==> src/rtl/uart_rx_pkg.sv <==
package uart_rx_pkg;

  localparam int CHAR_MAX = 8;
  localparam int MIN_BITS = 5;

  localparam logic [1:0] PM_WITH  = 2'b00;
  localparam logic [1:0] PM_FORCE = 2'b01;
  localparam logic [1:0] PM_NONE  = 2'b10;
  localparam logic [1:0] PM_MULTI = 2'b11;

  typedef struct packed {
    logic                brk;
    logic                fe;
    logic                pe;
    logic [CHAR_MAX-1:0] data;
  } rx_char_t;

  typedef enum logic [2:0] {
    ST_IDLE,
    ST_START,
    ST_DATA,
    ST_PAR,
    ST_STOP,
    ST_WAITHI
  } rx_state_e;

endpackage

==> src/rtl/uart_rx_sync.sv <==
module uart_rx_sync #(
  parameter int STAGES = 2
) (
  input  logic clk,
  input  logic rst,
  input  logic din,
  output logic dout
);
  logic [STAGES-1:0] sr;

  always_ff @(posedge clk) begin
    if (rst) sr <= '1;
    else     sr <= {sr[STAGES-2:0], din};
  end

  assign dout = sr[STAGES-1];
endmodule

==> src/rtl/uart_rx_deser.sv <==
module uart_rx_deser
  import uart_rx_pkg::*;
#(
  parameter int OVERSAMPLE = 16
) (
  input  logic       clk,
  input  logic       rst,
  input  logic       clr,
  input  logic       tick,
  input  logic       rxd,
  input  logic [1:0] mode_bits,
  input  logic [1:0] mode_par,
  input  logic       mode_odd,
  output logic       char_vld,
  output rx_char_t   char_out
);
  localparam int CNT_W  = $clog2(OVERSAMPLE);
  localparam int MID    = OVERSAMPLE / 2;
  localparam int BIDX_W = $clog2(CHAR_MAX);

  rx_state_e           state;
  logic [CNT_W-1:0]    cnt;
  logic [BIDX_W-1:0]   bit_idx;
  logic [CHAR_MAX-1:0] shreg;
  logic                par_bit;

  logic [BIDX_W-1:0] last_idx;
  logic              par_en, at_mid, at_center, exp_par, pe_calc, is_break;

  assign last_idx  = BIDX_W'(MIN_BITS - 1) + BIDX_W'(mode_bits);
  assign par_en    = (mode_par != PM_NONE);
  assign at_mid    = (cnt == CNT_W'(MID - 1));
  assign at_center = (cnt == CNT_W'(OVERSAMPLE - 1));

  always_comb begin
    exp_par = 1'b0;
    pe_calc = 1'b0;
    case (mode_par)
      PM_WITH: begin
        exp_par = mode_odd ? ~^shreg : ^shreg;
        pe_calc = (par_bit != exp_par);
      end
      PM_FORCE: begin
        exp_par = mode_odd;
        pe_calc = (par_bit != exp_par);
      end
      PM_MULTI: pe_calc = par_bit;
      default:  pe_calc = 1'b0;
    endcase
  end

  assign is_break = !rxd && (shreg == '0) && !(par_en && par_bit);

  always_ff @(posedge clk) begin
    if (rst || clr) begin
      state    <= ST_IDLE;
      cnt      <= '0;
      bit_idx  <= '0;
      shreg    <= '0;
      par_bit  <= 1'b0;
      char_vld <= 1'b0;
      char_out <= '0;
    end else begin
      char_vld <= 1'b0;
      if (tick) begin
        case (state)
          ST_IDLE: begin
            if (!rxd) begin
              state <= ST_START;
              cnt   <= '0;
            end
          end
          ST_START: begin
            if (rxd) begin
              state <= ST_IDLE;
            end else if (at_mid) begin
              state   <= ST_DATA;
              cnt     <= '0;
              bit_idx <= '0;
              shreg   <= '0;
              par_bit <= 1'b0;
            end else begin
              cnt <= cnt + CNT_W'(1);
            end
          end
          ST_DATA: begin
            if (at_center) begin
              shreg[bit_idx] <= rxd;
              cnt            <= '0;
              if (bit_idx == last_idx) state <= par_en ? ST_PAR : ST_STOP;
              else                     bit_idx <= bit_idx + BIDX_W'(1);
            end else begin
              cnt <= cnt + CNT_W'(1);
            end
          end
          ST_PAR: begin
            if (at_center) begin
              par_bit <= rxd;
              cnt     <= '0;
              state   <= ST_STOP;
            end else begin
              cnt <= cnt + CNT_W'(1);
            end
          end
          ST_STOP: begin
            if (at_center) begin
              cnt      <= '0;
              char_vld <= 1'b1;
              if (rxd) begin
                char_out <= '{brk: 1'b0, fe: 1'b0, pe: pe_calc, data: shreg};
                state    <= ST_IDLE;
              end else if (is_break) begin
                char_out <= '{brk: 1'b1, fe: 1'b0, pe: 1'b0, data: '0};
                state    <= ST_WAITHI;
              end else begin
                char_out <= '{brk: 1'b0, fe: 1'b1, pe: pe_calc, data: shreg};
                state    <= ST_WAITHI;
              end
            end else begin
              cnt <= cnt + CNT_W'(1);
            end
          end
          ST_WAITHI: begin
            if (rxd) state <= ST_IDLE;
          end
          default: state <= ST_IDLE;
        endcase
      end
    end
  end
endmodule

==> src/rtl/uart_rx_fifo.sv <==
module uart_rx_fifo #(
  parameter int DEPTH = 3,
  parameter int W     = 11
) (
  input  logic         clk,
  input  logic         rst,
  input  logic         clr,
  input  logic         push,
  input  logic [W-1:0] din,
  input  logic         pop,
  output logic [W-1:0] dout,
  output logic         not_empty,
  output logic         full,
  output logic         ovr_evt
);
  localparam int PTR_W = (DEPTH > 1) ? $clog2(DEPTH) : 1;
  localparam int CNT_W = $clog2(DEPTH + 1);

  logic [W-1:0]     mem [DEPTH];
  logic [PTR_W-1:0] wr_ptr, rd_ptr;
  logic [CNT_W-1:0] count;
  logic [W-1:0]     hold;
  logic             hold_v;

  logic         do_pop, hold_in, mem_we, to_hold, is_full;
  logic [W-1:0] mem_wd;

  function automatic logic [PTR_W-1:0] ptr_inc(input logic [PTR_W-1:0] p);
    return (p == PTR_W'(DEPTH - 1)) ? '0 : p + PTR_W'(1);
  endfunction

  assign is_full = (count == CNT_W'(DEPTH));
  assign do_pop  = pop && (count != '0);
  assign hold_in = do_pop && hold_v;
  assign mem_we  = hold_in || (push && (do_pop || !is_full));
  assign mem_wd  = hold_in ? hold : din;
  assign to_hold = push && (hold_in || (!do_pop && is_full));
  assign ovr_evt = push && !do_pop && is_full && hold_v;

  always_ff @(posedge clk) begin
    if (mem_we) mem[wr_ptr] <= mem_wd;
  end

  always_ff @(posedge clk) begin
    if (rst || clr) begin
      wr_ptr <= '0;
      rd_ptr <= '0;
      count  <= '0;
      hold   <= '0;
      hold_v <= 1'b0;
    end else begin
      if (mem_we) wr_ptr <= ptr_inc(wr_ptr);
      if (do_pop) rd_ptr <= ptr_inc(rd_ptr);
      case ({mem_we, do_pop})
        2'b10:   count <= count + CNT_W'(1);
        2'b01:   count <= count - CNT_W'(1);
        default: count <= count;
      endcase
      if (to_hold)      hold <= din;
      if (hold_in)      hold_v <= push;
      else if (to_hold) hold_v <= 1'b1;
    end
  end

  assign dout      = mem[rd_ptr];
  assign not_empty = (count != '0);
  assign full      = is_full;
endmodule

==> src/rtl/uart_rx_errfifo.sv <==
module uart_rx_errfifo
  import uart_rx_pkg::*;
#(
  parameter int OVERSAMPLE  = 16,
  parameter int FIFO_DEPTH  = 3,
  parameter int SYNC_STAGES = 2
) (
  input  logic       clk,
  input  logic       rst,
  input  logic       rx_tick16,
  input  logic       rx_line,
  input  logic [1:0] mode_bits,
  input  logic [1:0] mode_par,
  input  logic       mode_odd,
  input  logic       mode_block,
  input  logic       pop,
  input  logic       err_reset,
  input  logic       rx_reset,
  output logic [7:0] rx_data,
  output logic [7:0] rx_status
);
  localparam int ENTRY_W = $bits(rx_char_t);

  logic     rxd_s;
  logic     char_vld;
  rx_char_t char_new, char_top;
  logic     ready, full, ovr_evt;
  logic     overrun;
  logic [2:0] acc_flags, shown_flags;
  logic [ENTRY_W-1:0] top_raw;

  uart_rx_sync #(.STAGES(SYNC_STAGES)) u_sync (
    .clk (clk),
    .rst (rst),
    .din (rx_line),
    .dout(rxd_s)
  );

  uart_rx_deser #(.OVERSAMPLE(OVERSAMPLE)) u_deser (
    .clk      (clk),
    .rst      (rst),
    .clr      (rx_reset),
    .tick     (rx_tick16),
    .rxd      (rxd_s),
    .mode_bits(mode_bits),
    .mode_par (mode_par),
    .mode_odd (mode_odd),
    .char_vld (char_vld),
    .char_out (char_new)
  );

  uart_rx_fifo #(.DEPTH(FIFO_DEPTH), .W(ENTRY_W)) u_fifo (
    .clk      (clk),
    .rst      (rst),
    .clr      (rx_reset),
    .push     (char_vld),
    .din      (char_new),
    .pop      (pop),
    .dout     (top_raw),
    .not_empty(ready),
    .full     (full),
    .ovr_evt  (ovr_evt)
  );

  assign char_top = rx_char_t'(top_raw);

  always_ff @(posedge clk) begin
    if (rst || rx_reset || err_reset) begin
      overrun   <= 1'b0;
      acc_flags <= '0;
    end else begin
      if (ovr_evt) overrun <= 1'b1;
      if (char_vld && mode_block)
        acc_flags <= acc_flags | {char_new.brk, char_new.fe, char_new.pe};
    end
  end

  always_comb begin
    if (mode_block)  shown_flags = acc_flags;
    else if (ready)  shown_flags = {char_top.brk, char_top.fe, char_top.pe};
    else             shown_flags = '0;
  end

  assign rx_data   = ready ? char_top.data : '0;
  assign rx_status = {shown_flags, overrun, 2'b00, full, ready};
endmodule

==> config.mk <==
export PLATFORM = sky130hd
export DESIGN_NAME = uart_rx_errfifo
export DESIGN_NICKNAME = d
export VERILOG_FILES = /design/src/rtl/uart_rx_pkg.sv /design/src/rtl/uart_rx_sync.sv /design/src/rtl/uart_rx_deser.sv /design/src/rtl/uart_rx_fifo.sv /design/src/rtl/uart_rx_errfifo.sv
export SDC_FILE = /design/constraint.sdc
export NUM_CORES = 1
export LEC_CHECK = 0
export ABC_AREA = 1
export BUFFER_PORTS_ARGS = -buffer_cell sky130_fd_sc_hd__buf_2
export CELL_PAD_IN_SITES_DETAIL_PLACEMENT = 0
export CELL_PAD_IN_SITES_GLOBAL_PLACEMENT = 2
export CORE_ASPECT_RATIO = 0.9
export CORE_UTILIZATION = 39
export DETAILED_ROUTE_END_ITERATION = 7
export PLACE_DENSITY_LB_ADDON = 0.1
export SLEW_MARGIN = 15
export SYNTH_ARGS = -nofsm -noshare
export SYNTH_HDL_FRONTEND = slang
export SYNTH_HIERARCHICAL = 1
export SYNTH_SLANG_ARGS = --single-unit
==> constraint.sdc <==
create_clock -name clk -period 5 [get_ports clk]
set_input_delay 0.25 -clock clk [delete_from_list [all_inputs] [get_ports clk]]
set_output_delay 0.25 -clock clk [all_outputs]
set_load 0.05 [all_outputs]
==> results of run 1 <==
## final cells by class
type	instances	area (sq um)	area share, %
Timing Repair Buffer	27	137.6	2.818
Clock buffer	9	225.2	4.612
Tap cell	152	190.2	3.894
Clock inverter	7	70.07	1.435
Sequential cell	90	2132	43.66
Inverter	79	296.5	6.072
Multi-Input combinational cell	369	1832	37.51
## registers in the layout, summed over array words and instances (netlist names), 2 cells and up, named ones only
register,cells
u_deser/char_out,11
u_sync/sr,2
u_fifo/wr_ptr,2
u_deser/state,3
acc_flags,3
u_fifo/mem,33
u_fifo/count,2
u_fifo/hold,11
u_deser/bit_idx,3
u_fifo/rd_ptr,2
u_deser/shreg,8
u_deser/cnt,4
## stage by stage
stage | std cells | total power [W] | instance area [sq um]
6_report | 733 | 0.001449 | 4883
5_1_grt | 733 | 0.001503 | 4883
2_1_floorplan | 564 | 0.0007940 | 4444
3_3_place_gp | 717 | 0.0008046 | 4588
4_1_cts | 733 | 0.001471 | 4883
3_5_place_dp | 717 | 0.0008046 | 4588
## worst register-to-register path, stage by stage, from the launching register on
cell and delay (ns):
dfxtp_1 0.40, inv_2 0.08, nand2_4 0.18, nand3_4 0.25, nand2_1 0.18, inv_1 0.08
nor2_1 0.72
## layer usage
layer  track usage [%]  vias up
met1             23.84     1617
met4             5.095        0
met2             29.14       35
met3             3.963        6
met5                 0        -
li1                  -     1829
## how the worst max path moves through the flow
| stage | slack (ns) | endpoint | cells after the start | startpoint |
|---|---|---|---|---|
| after floorplan | 3.32 | u_fifo/mem[2][0] | 6 | u_fifo/count[0] |
| after global placement | 2.81 | u_fifo/mem[2][6] | 6 | u_fifo/count[0] |
| after detailed placement | 2.73 | u_fifo/mem[2][5] | 6 | u_fifo/count[0] |
| after CTS | 2.72 | u_fifo/mem[2][4] | 6 | u_fifo/count[0] |
| after global routing | 2.43 | u_fifo/mem[2][8] | 6 | u_fifo/count[0] |
| final | 2.73 | u_fifo/mem[2][4] | 6 | u_fifo/count[0] |
## kinds of logic after synthesis
kind of cell / after synthesis / synth area share (%)
AOI/OAI and AO/OA: 107 / 12.51
xor gates and xnor gates: 3 / 0.5918
adders and majority gates: 7 / 1.972
buffers and inverters: 105 / 10.82
DFF: 90 / 48.01
other: 1 / 0.08445
and+or+nand+nor: 250 / 26.01
## where the power goes
group / switching [W] / internal (W)
Sequential: 0.000000977 / 0.000754
Clock: 0.000275 / 0.000386
Combinational: 0.0000242 / 0.00000863
## layout by cell type, fill, tap and decap left out, types with 2 or more instances in the layout
cell type	count
nand2_1	126
a21oi_1	66
nor2_1	63
inv_1	62
dfxtp_1	57
edfxtp_1	33
buf_2	26
nand3_1	24
o21ai_0	19
inv_2	15
o21ai_1	15
nand3_2	10
clkbuf_16	9
nor3_1	8
ha_1	7
nand2_2	4
nand4_1	4
clkinv_2	3
a21oi_2	3
conb_1	2
clkinv_4	2
clkinv_1	2
nor2_4	2
nor2_2	2
o211ai_1	2
nand3_4	2
xor2_1	2
==> flow_metrics.env, run 1 <==
export IMPL_status="finished clean"
export IMPL_critPathKind="register to register"
export IMPL_grt_pass1_vias=3292
export IMPL_routed_wl_um=9622
export IMPL_slew_headroom_pct=36.95
export IMPL_dp_slack_ns=2.725
export IMPL_critPathCaptureType="register"
export IMPL_num_vias=3487
export IMPL_slew_violations=0
export IMPL_setup_viol=0
export IMPL_cts_sinks=90
export IMPL_ys_top_cells_by_count="126 x nand2_1, 66 x a21oi_1, 63 x nor2_1"
export IMPL_start_kind="register"
export IMPL_wl_met2_um=4355
export IMPL_synth_yosys_seq_area_share_pct=48.01
export IMPL_cts_resized=0
export IMPL_cp_max_fo=25
export IMPL_wl_met3_um=236
export IMPL_fmax_ghz=0.4409
export IMPL_rsz0062_at_grt="false"
export IMPL_overflow=0
export IMPL_period_needed_ns=2.268
export IMPL_nets=596
export IMPL_die_h_um=103.2
export IMPL_num_rows=36
export IMPL_clkTransAtPathRegs_ns=0.06
export IMPL_io_pins=29
export IMPL_hold_path_class="input port to register"
export IMPL_setup_slack_ns=2.732
export IMPL_firstDrtPassIters=4
export IMPL_initial_core_util_pct=40.57
export IMPL_syn_inst=563
export IMPL_min_to="u_sync/sr[0]"
export IMPL_port_buffers=26
export IMPL_grt_pass1_wl_um=16190
export IMPL_grt_max_degree=28
export IMPL_finish_utilization_pct=44.62
export IMPL_slowest_stage="nor2_1"
export IMPL_final_setup_tns_ns=0
export IMPL_cpPeakStageDelay_ns=0.71
export IMPL_drive_gt1_share_pct=14.63
export IMPL_drt_iter0_drc=200
export IMPL_p_leak_nw=1.997
export IMPL_post_drt_wl_per_cell_um=13.13
export IMPL_dieArea_sq_um=11820
export IMPL_synth_ff_type="dfxtp_1"
export IMPL_via_per_inst=4.757
export IMPL_crit_chain="inv_2 > nand2_4 > nand3_4 > nand2_1 > inv_1 > nor2_1"
export IMPL_synth_most_common_cell="nand2_1"
export IMPL_holdPathStages=3
export IMPL_drc=0
export IMPL_hold_viol_final=0
export IMPL_yosysUniqueCellTypes=37
export IMPL_globalplace_congestion=0.7735
export IMPL_clock_latency_ns=0.33
export IMPL_hold_start="rx_line"
export IMPL_synthTopCellsByArea="dfxtp_1 26%, edfxtp_1 22%, nand2_1 11%, a21oi_1 7.4%, nor2_1 5.3%"
export IMPL_r2r_end="u_fifo/mem[2][4]"
export IMPL_cp_top_family="simple AND/OR/NAND/NOR gates"
export IMPL_whs_ns=0.09386
export IMPL_worst_pin_slew_ns=0.9423
export IMPL_die_width_um=114.5
export IMPL_skew_ns=0.004165
export IMPL_coreArea_sq_um=10950
export IMPL_yosysWarnings=6
export IMPL_clockBufferDepth=2
export IMPL_postCtsSetupBuffers=0
export IMPL_ys_ff_latch=90
export IMPL_worst_path_buf_inv=2
export IMPL_syn_to_final_growth_pct=9.975
export IMPL_diodes=0
export IMPL_r2r_start="u_fifo/count[0]"
export IMPL_peakVddDrop_uv=160.4
export IMPL_async_reset_ff_share_pct=0
export IMPL_synth_top_area_share_pct=25.70
export IMPL_h_tree_depth=3
export IMPL_required_ns=4.96
export IMPL_synth_edf_count=33
export IMPL_gr_usage_all_layers_pct=17.82
export IMPL_fin_crit_sh_pct=45.36
export IMPL_top_layer="met4"
export IMPL_r2r_cells=6
export IMPL_clock_root_buffer="clkbuf_16"
export IMPL_fillers=1105
export IMPL_m1WireLength_um=4968
export IMPL_cts_buffers=9
export IMPL_cap_violations=0
export IMPL_syn_area_sq_um=4441
export IMPL_avgSynthCellArea_sq_um=7.887
export IMPL_p_per_area_nw_per_um2=296.6
export IMPL_yosys_area_top_type="dfxtp_1"
export IMPL_arrival_ns=2.23
export IMPL_post_cts_hold_buffer_count=0
export IMPL_final_antenna_net_count=0
export IMPL_cts_tree="yes"
export IMPL_r2r_setup_slack_ns=2.73
export IMPL_hpwl_um=7008
export IMPL_antenna_found_initial=0
Power figures use the tool's default switching activity.
==> run 2, diff against run 1 <==
--- a/config.mk
+++ b/config.mk
@@ -10,7 +10,7 @@
 export CELL_PAD_IN_SITES_DETAIL_PLACEMENT = 0
 export CELL_PAD_IN_SITES_GLOBAL_PLACEMENT = 2
 export CORE_ASPECT_RATIO = 0.9
-export CORE_UTILIZATION = 39
+export CORE_UTILIZATION = 32
 export DETAILED_ROUTE_END_ITERATION = 7
 export PLACE_DENSITY_LB_ADDON = 0.1
 export SLEW_MARGIN = 15
==> constraint.sdc (replaced) <==
create_clock -name clk -period 2.05 [get_ports clk]
set_input_delay 0.1025 -clock clk [delete_from_list [all_inputs] [get_ports clk]]
set_output_delay 0.1025 -clock clk [all_outputs]
set_load 0.05 [all_outputs]
==> run 2 against run 1 <==
  * Worst setup slack worse by 2.6 ns
  * Critical endpoint is now rx_status[6]
  * Non-clock buffer count up 19
  * Power rose to 2.6 times the previous value
  * Largest cell class unchanged
  * Cell area up 4.9%
  * Highest routed layer unchanged
  * Routed wire length up 7.3%
  * Sequential share of layout area down 2.0 points
==> flow_metrics.env, run 2 (synthesized netlist as in run 1, its figures left out) <==
export IMPL_switching_share_pct=19.99
export IMPL_skew_ns=0.005354
export IMPL_cap_violations=0
export IMPL_syn_to_final_growth_pct=15.38
export IMPL_nets=615
export IMPL_critPathKind="register to primary output"
export IMPL_final_cell_mix="125 x nand2_1, 66 x a21oi_1, 62 x nor2_1"
export IMPL_multi_input_area_sq_um=1847
export IMPL_num_vias=3545
export IMPL_final_antenna_net_count=0
export IMPL_min_to="acc_flags[0]"
export IMPL_clkTransAtPathRegs_ns=0.06
export IMPL_cp_max_fo=11
export IMPL_h_tree_depth=3
export IMPL_period_needed_ns=1.871
export IMPL_gr_usage_all_layers_pct=15.90
export IMPL_overflow=0
export IMPL_setup_viol=0
export IMPL_largest_reg_flops=33
export IMPL_top_regs="u_fifo/mem (33), u_deser/char_out (11), u_fifo/hold (11)"
export IMPL_num_rows=40
export IMPL_fin_crit_sh_pct=91.29
export IMPL_p_per_area_nw_per_um2=745.8
export IMPL_peakVddDrop_uv=358.5
export IMPL_status="finished clean"
export IMPL_regMostFlops="u_fifo/mem"
export IMPL_antenna_found_initial=0
export IMPL_hold_viol_final=0
export IMPL_layout_commonest_cell="nand2_1"
export IMPL_fillers=1397
export IMPL_drc=0
export IMPL_diodes=0
export IMPL_arrival_ns=1.77
export IMPL_holdPathStages=3
export IMPL_firstDrtPassIters=4
export IMPL_globalplace_congestion=0.7400
export IMPL_r2r_cells=12
export IMPL_p_sw_w=0.0007637
export IMPL_cts_buffers=9
export IMPL_via_per_inst=4.616
export IMPL_cts_tree="yes"
export IMPL_dieArea_sq_um=14350
export IMPL_grt_max_degree=25
export IMPL_drt_iter0_drc=158
export IMPL_p_seq_share_pct=48.2
export IMPL_whs_ns=0.04532
export IMPL_p_leak_nw=2.094
export IMPL_required_ns=1.95
export IMPL_grt_pass1_wl_um=17470
export IMPL_post_drt_wl_per_cell_um=13.45
export IMPL_cts_sinks=90
export IMPL_grt_pass1_vias=3391
export IMPL_intPower_w=0.003057
export IMPL_clockBufferDepth=2
export IMPL_routed_wl_um=10330
export IMPL_slew_violations=0
export IMPL_hold_path_class="input port to register"
export IMPL_critPathCaptureType="primary output"
export IMPL_seq_area_sq_um=2132
export IMPL_power_frac_comb_pct=2.4
export IMPL_fmax_ghz=0.5343
export IMPL_clock_root_buffer="clkbuf_16"
export IMPL_die_width_um=126.2
export IMPL_final_setup_tns_ns=0
export IMPL_hpwl_um=7307
export IMPL_hold_start="mode_block"
export IMPL_die_h_um=113.8
export IMPL_r2r_start="u_deser/cnt[0]"
export IMPL_coreArea_sq_um=13460
export IMPL_initial_core_util_pct=32.98
export IMPL_pwr_share_clk_pct=49.4
export IMPL_io_pins=29
export IMPL_r2r_end="u_deser/bit_idx[2]"
export IMPL_start_kind="register"
export IMPL_drive_gt1_share_pct=17.50
export IMPL_clock_latency_ns=0.34
export IMPL_port_buffers=26
export IMPL_r2r_setup_slack_ns=0.23
run 2: through the flow:
step	total power [W]	util (%)	worst slack, ns	instances	cell area (sq um)
detailed placement	0.001968	34.84	0.1592	744	4691
global route	0.003983	38.06	-0.008073	768	5124
global placement	0.001969	34.84	0.2479	744	4691
finish	0.003821	38.06	0.1785	768	5124
CTS	0.003894	37.61	0.01962	763	5064
floorplan	0.001937	-	0.3718	564	4444
run 2: worst max-delay path by stage:
stage	slack (ns)	end	from
5_1_grt	-0.008	rx_status[7]	register
3_3_place_gp	0.25	u_deser/shreg[4]	u_deser/cnt[0]
6_report	0.18	rx_status[6]	register
3_5_place_dp	0.16	u_deser/shreg[3]	u_deser/cnt[0]
4_1_cts	0.02	rx_status[6]	register
2_1_floorplan	0.37	u_fifo/mem[2][0]	u_fifo/count[0]
run 2: metal layers:
metal	up-vias	part of all wire, %	track usage [%]
li1	1869	-	-
met1	1637	53	22.08
met2	32	43	23.94
met3	7	2.9	4.597
met4	0	1.1	4.578
met5	-	0	0
run 2: critical path, stage by stage, from the launching register on:
cell,delay [ns]
dfxtp_1,0.51
clkinvlp_4,0.33
nand2_1,0.12
a21oi_1,0.09
nand3_1,0.09
o21ai_1,0.07
buf_2,0.21
run 2: power by group through the flow:
stage	clock network [W]	registers (W)	logic, W
floorplan	0	0.00188	0.0000558
global placement	0	0.00188	0.0000874
detailed placement	0	0.00188	0.0000866
CTS	0.00196	0.00184	0.0000914
global route	0.00204	0.00184	0.000102
finish	0.00189	0.00184	0.0000913
run 2: layout make-up:
cell class	instances	share of cell area (%)
clock buffers	9	4.396
clock inverters	7	2.295
inverters	79	5.934
multi-input cells	369	36.04
flip-flops and latches	90	41.61
well taps	168	4.103
repair buffers	46	5.617
run 2: what timing repair did:
| item | in CTS | in global routing |
|---|---|---|
| hold endpoints to repair | 2 | 0 |
| hold buffers | 3 | 0 |
| endpoints found under the setup margin | 0 | 11 |
| buffers inserted | 0 | 5 |
| resized for setup | 0 | 6 |
==> run 3, diff against run 2 <==
--- a/config.mk
+++ b/config.mk
@@ -12,6 +12,7 @@
 export CORE_ASPECT_RATIO = 0.9
 export CORE_UTILIZATION = 32
 export DETAILED_ROUTE_END_ITERATION = 7
+export GPL_TIMING_DRIVEN = 0
 export PLACE_DENSITY_LB_ADDON = 0.1
 export SLEW_MARGIN = 15
 export SYNTH_ARGS = -nofsm -noshare
==> run 3 against run 2 <==
  * Final cell count up 0.91%
  * Combinational power up 3.3%
  * Non-clock buffer count up 7
  * Clock skew up 0.0012 ns
  * Via count up 1.8%
  * Routed wire length up 4.2%
  * Global-route usage up 0.30 points
  * Core utilization down 0.10 points
  * Sequential power about the same
  * Critical path depth unchanged
  * Clock power down 16%
  * Die area unchanged
==> flow_metrics.env, run 3 (synthesized netlist as in run 1, its figures left out) <==
export IMPL_cts_tree="yes"
export IMPL_clkTransAtPathRegs_ns=0.06
export IMPL_status="finished clean"
export IMPL_die_width_um=126.2
export IMPL_globalplace_congestion=0.7428
export IMPL_fmax_ghz=0.5312
export IMPL_p_per_area_nw_per_um2=690.9
export IMPL_r2r_end="u_deser/shreg[4]"
export IMPL_setup_viol=0
export IMPL_io_pins=29
export IMPL_grt_max_degree=14
export IMPL_peakVddDrop_uv=359.9
export IMPL_cts_sinks=90
export IMPL_slew_violations=0
export IMPL_clock_root_buffer="clkbuf_16"
export IMPL_holdPathStages=3
export IMPL_worst_pin_slew_ns=0.7451
export IMPL_r2r_cells=9
export IMPL_p_leak_nw=2.104
export IMPL_hold_path_class="input port to register"
export IMPL_dieArea_sq_um=14350
export IMPL_layout_commonest_cell="nand2_1"
export IMPL_critPathKind="register to primary output"
export IMPL_diodes=0
export IMPL_cts_buffers=9
export IMPL_clockBufferDepth=2
export IMPL_slew_headroom_pct=50.14
export IMPL_r2r_setup_slack_ns=0.19
export IMPL_final_setup_tns_ns=0
export IMPL_hpwl_um=7918
export IMPL_critPathCaptureType="primary output"
export IMPL_setup_slack_ns=0.1674
export IMPL_port_buffers=26
export IMPL_r2r_start="u_deser/cnt[0]"
export IMPL_period_needed_ns=1.883
export IMPL_drt_iter0_drc=148
export IMPL_min_to="acc_flags[1]"
export IMPL_fin_crit_sh_pct=91.83
export IMPL_start_kind="register"
export IMPL_drive_gt1_share_pct=16.97
export IMPL_die_h_um=113.8
export IMPL_rsz0062_at_grt="true"
export IMPL_top_regs="u_fifo/mem (33), u_deser/char_out (11), u_fifo/hold (11)"
export IMPL_hold_viol_final=0
export IMPL_cap_violations=0
export IMPL_num_vias=3609
export IMPL_overflow=0
export IMPL_via_per_inst=4.657
export IMPL_cp_max_fo=10
export IMPL_syn_to_final_growth_pct=15.07
export IMPL_coreArea_sq_um=13460
export IMPL_routed_wl_um=10760
export IMPL_antenna_found_initial=0
export IMPL_h_tree_depth=3
export IMPL_post_drt_wl_per_cell_um=13.88
export IMPL_largest_reg_flops=33
export IMPL_dp_slack_ns=-0.2023
export IMPL_gr_usage_all_layers_pct=16.20
export IMPL_skew_ns=0.006507
export IMPL_final_antenna_net_count=0
export IMPL_nets=622
export IMPL_required_ns=1.95
export IMPL_finish_utilization_pct=37.96
export IMPL_initial_core_util_pct=32.98
export IMPL_clock_latency_ns=0.34
export IMPL_grt_pass1_vias=3442
export IMPL_hold_start="mode_block"
export IMPL_final_cell_mix="126 x nand2_1, 66 x a21oi_1, 62 x nor2_1"
export IMPL_grt_pass1_wl_um=17770
export IMPL_drc=0
export IMPL_firstDrtPassIters=4
export IMPL_num_rows=40
export IMPL_arrival_ns=1.78
export IMPL_regMostFlops="u_fifo/mem"
==> run 3: metal layers <==
metal	routed length (um)	track usage (%)
met1	5607	22.48
met2	4706	25.05
met3	389	4.597
met4	51	3.373
met5	0	0
==> run 3: final cells by class <==
| cell class | instances | area [sq um] |
|---|---|---|
| buffer | 24 | 181.4 |
| clock buffer | 12 | 236.5 |
| multi-input combinational | 369 | 1841 |
| sequential | 90 | 2132 |
| inverter | 79 | 304.0 |
| clock inverter | 4 | 42.54 |
| timing repair buffer | 29 | 162.7 |
| fill | 1405 | 8353 |
| tap | 168 | 210.2 |
==> run 3: worst max-delay path: stages (launching register included) <==
cell      delay [ns]
dfxtp_1         0.42
clkbuf_4        0.27
a21oi_1         0.08
a21oi_1         0.22
nand3_1         0.11
o21ai_1         0.08
clkbuf_4        0.25
==> run 3: worst max-delay path by stage <==
stage / start / end / slack (ns) / cells past startpoint
after floorplan: u_fifo/count[0] / u_fifo/mem[2][0] / 0.37 / 6
after CTS: rst / u_deser/shreg[4] / 0.04 / 6
final: register / rx_status[6] / 0.17 / 6
after global placement: u_fifo/count[1] / u_fifo/mem[2][6] / -0.19 / 6
after detailed placement: u_fifo/count[1] / u_fifo/mem[2][3] / -0.20 / 6
after global routing: u_deser/cnt[0] / u_deser/shreg[4] / -0.02 / 9
==> run 3: metrics by stage <==
step,area [sq um],total power (W),std cells,hold slack (ns)
6_report,5110,0.003531,775,0.04720
5_1_grt,5110,0.003675,775,0.06045
4_1_cts,5091,0.003592,775,0.03739
3_5_place_dp,4785,0.001972,758,0.2884
3_3_place_gp,4785,0.001972,758,0.2814
2_1_floorplan,4444,0.001937,564,0.1873
==> run 3: report_power, final <==
part	switching (W)	internal, W
Combinational	0.0000649	0.0000295
Clock	0.000658	0.000936
Sequential	0.00000259	0.00184
==> run 3: repair_timing <==
action                     CTS  global route
setup endpoints to repair   14            21
hold buffers                 3             0
hold endpoints to repair     2             0
gates resized for setup      3             8
buffers inserted             0             0
